===== config.mk =====
export PLATFORM = sky130hd
export DESIGN_NAME = flag_test_unit
export DESIGN_NICKNAME = d
export VERILOG_FILES = /design/src/rtl/ftu_pkg.sv /design/src/rtl/ftu_decode.sv /design/src/rtl/ftu_alu.sv /design/src/rtl/ftu_flag_reg.sv /design/src/rtl/flag_test_unit.sv
export SDC_FILE = /design/constraint.sdc
export NUM_CORES = 1
export LEC_CHECK = 0
export ABC_AREA = 1
export ABC_CLOCK_PERIOD_IN_PS = 4200
export BUFFER_PORTS_ARGS = -buffer_cell sky130_fd_sc_hd__buf_2
export CAP_MARGIN = 20
export CELL_PAD_IN_SITES_DETAIL_PLACEMENT = 1
export CELL_PAD_IN_SITES_GLOBAL_PLACEMENT = 2
export CORE_MARGIN = 4
export CORE_UTILIZATION = 28
export CTS_CLUSTER_DIAMETER = 50
export CTS_CLUSTER_SIZE = 40
export DETAILED_ROUTE_END_ITERATION = 6
export PLACE_DENSITY_LB_ADDON = 0.3
export SETUP_SLACK_MARGIN = 0.4
export SYNTH_ARGS = -nofsm -noshare
export SYNTH_HDL_FRONTEND = slang
export SYNTH_HIERARCHICAL = 1
export SYNTH_SLANG_ARGS = --single-unit

===== constraint.sdc =====
create_clock -name clk_i -period 4.2 [get_ports clk_i]
set_input_delay 0.84 -clock clk_i [delete_from_list [all_inputs] [get_ports clk_i]]
set_output_delay 0.84 -clock clk_i [all_outputs]
set_load 0.1 [all_outputs]

===== src/rtl/ftu_pkg.sv =====
package ftu_pkg;

  localparam int unsigned XW      = 32;
  localparam int unsigned OPC_W   = 4;
  localparam int unsigned FLAG_W  = 4;
  localparam int unsigned OPC_LSB = 21;
  localparam int unsigned CLS_LSB = 26;
  localparam int unsigned SBIT    = 20;

  typedef enum logic [OPC_W-1:0] {
    OPC_TST = 4'b1000,
    OPC_TEQ = 4'b1001,
    OPC_CMP = 4'b1010,
    OPC_CMN = 4'b1011
  } opc_e;

  typedef struct packed {
    logic n;
    logic z;
    logic c;
    logic v;
  } flags_t;

  // Bitwise result of the two logical tests.
  function automatic logic [XW-1:0] logic_res(input logic is_xor,
                                              input logic [XW-1:0] a,
                                              input logic [XW-1:0] b);
    return is_xor ? (a ^ b) : (a & b);
  endfunction

  // Subtraction as a + ~b + 1; the top bit is the no-borrow carry.
  function automatic logic [XW:0] sub_full(input logic [XW-1:0] a,
                                           input logic [XW-1:0] b);
    return {1'b0, a} + {1'b0, ~b} + {{XW{1'b0}}, 1'b1};
  endfunction

  // Signed overflow of a - b given the difference d.
  function automatic logic sub_ovf(input logic [XW-1:0] a,
                                   input logic [XW-1:0] b,
                                   input logic [XW-1:0] d);
    return (a[XW-1] ^ b[XW-1]) & (a[XW-1] ^ d[XW-1]);
  endfunction

endpackage


===== src/rtl/ftu_decode.sv =====
module ftu_decode
  import ftu_pkg::*;
(
  input  logic          valid_i,
  input  logic [XW-1:0] instr_i,
  output logic          handled_o,
  output logic          is_cmp_o,
  output logic          is_xor_o,
  output logic          rdwe_o,
  output logic          nothandled_o
);

  logic [1:0]       cls;
  logic [OPC_W-1:0] opc;
  logic             setf;
  logic             dp_cls;
  logic             test_grp;
  logic             known;

  assign cls    = instr_i[CLS_LSB +: 2];
  assign opc    = instr_i[OPC_LSB +: OPC_W];
  assign setf   = instr_i[SBIT];
  assign dp_cls = (cls == 2'b00);

  // Opcodes 1000..1011 never write the destination.
  assign test_grp = (opc[OPC_W-1 -: 2] == 2'b10);

  always_comb begin
    known = 1'b0;
    case (opc)
      OPC_TST, OPC_TEQ, OPC_CMP: known = 1'b1;
      default:                   known = 1'b0;
    endcase
  end

  assign handled_o    = valid_i & dp_cls & setf & known;
  assign is_cmp_o     = (opc == OPC_CMP);
  assign is_xor_o     = (opc == OPC_TEQ);
  assign rdwe_o       = valid_i & dp_cls & ~test_grp;
  assign nothandled_o = valid_i & ~handled_o;

endmodule


===== src/rtl/ftu_alu.sv =====
module ftu_alu
  import ftu_pkg::*;
(
  input  logic          is_cmp_i,
  input  logic          is_xor_i,
  input  logic [XW-1:0] op1_i,
  input  logic [XW-1:0] op2_i,
  input  logic          shcarry_i,
  input  logic          v_in_i,
  output logic [XW-1:0] res_o,
  output flags_t        nxt_o
);

  logic [XW:0]   diff;
  logic [XW-1:0] lres;

  assign diff = sub_full(op1_i, op2_i);
  assign lres = logic_res(is_xor_i, op1_i, op2_i);

  always_comb begin
    if (is_cmp_i) begin
      res_o   = diff[XW-1:0];
      nxt_o.c = diff[XW];
      nxt_o.v = sub_ovf(op1_i, op2_i, diff[XW-1:0]);
    end else begin
      res_o   = lres;
      nxt_o.c = shcarry_i;
      nxt_o.v = v_in_i;
    end
    nxt_o.n = res_o[XW-1];
    nxt_o.z = (res_o == '0);
  end

endmodule


===== src/rtl/ftu_flag_reg.sv =====
module ftu_flag_reg
  import ftu_pkg::*;
(
  input  logic   clk_i,
  input  logic   rst_ni,
  input  logic   load_i,
  input  flags_t d_i,
  output flags_t q_o
);

  always_ff @(posedge clk_i) begin
    if (!rst_ni)     q_o <= '0;
    else if (load_i) q_o <= d_i;
  end

endmodule


===== src/rtl/flag_test_unit.sv =====
module flag_test_unit
  import ftu_pkg::*;
(
  input  logic              clk_i,
  input  logic              rst_ni,
  input  logic              valid_i,
  input  logic [XW-1:0]     instr_i,
  input  logic [XW-1:0]     op1_i,
  input  logic [XW-1:0]     op2_i,
  input  logic              shcarry_i,
  input  logic [FLAG_W-1:0] flags_i,
  output logic [FLAG_W-1:0] flags_o,
  output logic              nothandled_o,
  output logic              rdwe_o
);

  logic          dec_handled;
  logic          dec_cmp;
  logic          dec_xor;
  logic [XW-1:0] alu_res;
  flags_t        alu_nxt;
  flags_t        cur;
  flags_t        q;

  assign cur = flags_t'(flags_i);

  ftu_decode u_dec (
    .valid_i      (valid_i),
    .instr_i      (instr_i),
    .handled_o    (dec_handled),
    .is_cmp_o     (dec_cmp),
    .is_xor_o     (dec_xor),
    .rdwe_o       (rdwe_o),
    .nothandled_o (nothandled_o)
  );

  ftu_alu u_alu (
    .is_cmp_i  (dec_cmp),
    .is_xor_i  (dec_xor),
    .op1_i     (op1_i),
    .op2_i     (op2_i),
    .shcarry_i (shcarry_i),
    .v_in_i    (cur.v),
    .res_o     (alu_res),
    .nxt_o     (alu_nxt)
  );

  ftu_flag_reg u_freg (
    .clk_i  (clk_i),
    .rst_ni (rst_ni),
    .load_i (dec_handled),
    .d_i    (alu_nxt),
    .q_o    (q)
  );

  assign flags_o = q;

endmodule


==> qor.yml <==
synth:
  synth_area_per_cell_um2: 5.06
  syn_area_um2: 4120
  synth_nets: 984
  syn_inst: 814
  yosysWarnings: 6
timing:
  hold_viol: 0
  tns_ns: 0
  fin_crit_ns: 3.36
  fmax_ghz: 0.297
  setup_viol: 0
  rsz0062_at_grt: "false"
  clock_skew_ns: 0
  finalCritPeriodShare_pct: 80.1
  drv_slew: 0
  slew_headroom_pct: 61.6
  holdWs_ns: 0.475
  worst_slew_pin_slew_ns: 0.573
worst_setup_path:
  worst_ep_required_time_ns: 4.36
  end_kind: "flip-flop"
  r2r_start: "u_freg/q_o[0]"
  cp_common_cell: "nand2_1"
  cp_max_fo: 17
  r2r_slack_ns: 3.64
  cp-start-kind: "input port"
  crit_start: "instr_i[23]"
  crit_arrival_ns: 3.53
  rr_endpoint: "u_freg/q_o[0]"
  critPathKind: "input port to flip-flop"
  worstPathCellList: "buf_2 -> inv_1 -> nand2_1 -> nor2_4 -> clkinv_1 -> nand2_1 -> o21ai_0 -> nor2_1 -> nand3_1 -> nor2_1 -> nand2_1 -> nor2_1 -> nand3_1 -> nor2_1 -> nand2_1 -> nor2_2 -> inv_1 -> nand2_1 -> nand2_1 -> nor2_1"
  cpPeakStageDelay_ns: 0.58
  crit_slowest_cell: "clkinv_1"
  r2r_cells: 2
cts:
  h-tree-depth: 1
  clkTransAtPathRegs_ns: 0.03
  holdBufCountCts: 0
  worst_skew_pair.late_latency_ns: 0.22
  cts_tree: "yes"
  postCtsResizedCells: 0
  cts_max_path_buffers: 2
  clock_sinks: 4
  cts_setup_buffers: 0
  cts-root-buf: "clkbuf_16"
  cts_buffers: 3
routing:
  post_drt_wl_per_cell_um: 13.4
  dr_wl_met3_um: 566
  drt-total-wl_mm: 14.4
  top_layer: "met4"
  drc: 0
  wl_met2_mm: 6.32
  wl_met1_mm: 7.43
  postRouteAntennaNets: 0
  routed_via_density: 4.62
  vias: 4941
  firstDrtPassIters: 4
  drt_iter0_drc: 187
min_path:
  hold_depth: 2
  hold_end: "u_freg/q_o[3]"
  min-delay-start: "u_freg/q_o[3]"
  hold_path.class: "flip-flop to flip-flop"
placement:
  dp_hpwl_mm: 12.7
  gp_congestion: 0.840
  place_area_um2: 4720
  port_buffers: 81
finish:
  largest_reg_flops: 4
  largest-register: "u_freg/q_o"
  diodes: 0
  fin_nets: 1058
  top_regs: "u_freg/q_o x4"
  fill_cells: 2091
  fin_util_pct: 33.1
  drive_gt1_share_pct: 14.6
  final_area_um2: 4790
  area_delta_synth_final_pct: 16.4
floorplanning:
  die-height_um: 129
  core_um2: 14500
  initial_core_util_pct: 28.4
  chipWidth_um: 129
  io_pins: 110
  die-area_um2: 16700
  row_count: 44
power_and_ir_drop:
  p_leak_nw: 2.92
  p_per_area_nw_per_um2: 148
  max-vdd-ir-drop_uv: 246
status:
  status: "completed"
global_route:
  antenna_found_initial: 0
  grt_pass1_wl_mm: 24.1
  grt_pass1_vias: 5008
  grtUsageTotal_pct: 17.5
  grt_overflow: 0
  grt_max_degree: 39
flow_run:
  cap_violations: 0
[worst max-delay path by stage]
| stage | endpoint | slack, ns | depth (start not counted) |
|---|---|---|---|
| 2_1_floorplan | rdwe_o | 0.85 | 3 |
| 3_3_place_gp | u_freg/q_o[2] | 0.57 | 20 |
| 3_5_place_dp | u_freg/q_o[2] | 0.56 | 20 |
| 4_1_cts | u_freg/q_o[2] | 0.79 | 20 |
| 5_1_grt | u_freg/q_o[2] | 0.40 | 20 |
| 6_report | u_freg/q_o[2] | 0.84 | 20 |
[layer usage]
layer / GRT usage (%) / vias to the layer above
met5: 0 / -
met4: 1.54 / 0
met3: 0.701 / 6
met2: 29.1 / 77
met1: 26.1 / 2197
li1: - / 2661
[critical path, delay by kind of cell]
kind | cells | cell delay, ns
buffers and inverters | 4 | 0.78
AOI/OAI and AO/OA | 1 | 0.09
and+or+nand+nor | 15 | 1.79
[cell usage in the layout (no fill, tap or decap)]
cell and count:
nand4_1 13, a21boi_1 1, nor3_1 3, nand2_1 286, a21oi_2 1, nor3_2 4
nand2_2 9, buf_2 81, fa_1 1, and3_1 2, o21ai_1 2, dfxtp_1 4
nor2_4 3, xor2_1 1, nand3b_1 6, inv_1 154, buf_4 3, nand3_1 63
o211ai_1 10, ha_1 65, nand3_2 2, nor2_2 7, and2_1 1, o31ai_1 1
clkinv_1 4, o21bai_1 4, or2_2 1, o21ai_0 23, clkbuf_16 3, inv_2 15
nor2_1 65, a21oi_1 48
[cell type report]
cell class	count	area (um2)	area share, %
clock buffer	3	75.1	1.57
timing repair buffer	84	428	8.93
inverter	173	649	13.6
multi-input combinational	622	3330	69.5
tap	184	230	4.80
sequential	4	80.1	1.67
[report_power, final]
part | switching, mW | internal (mW) | total, mW
sequential | 0.000196 | 0.0387 | 0.0389
clock | 0.0269 | 0.122 | 0.148
combinational | 0.341 | 0.179 | 0.520
total | 0.368 | 0.339 | 0.707
[through the flow]
stage	cells	setup WS (ns)	power, mW
global route	1070	0.405	0.798
CTS	1070	0.788	0.718
finish	1070	0.837	0.707
global placement	1067	0.574	0.557
detailed placement	1067	0.557	0.563
floorplan	814	0.848	0.397
No activity file was read; power rests on OpenSTA's default activity.
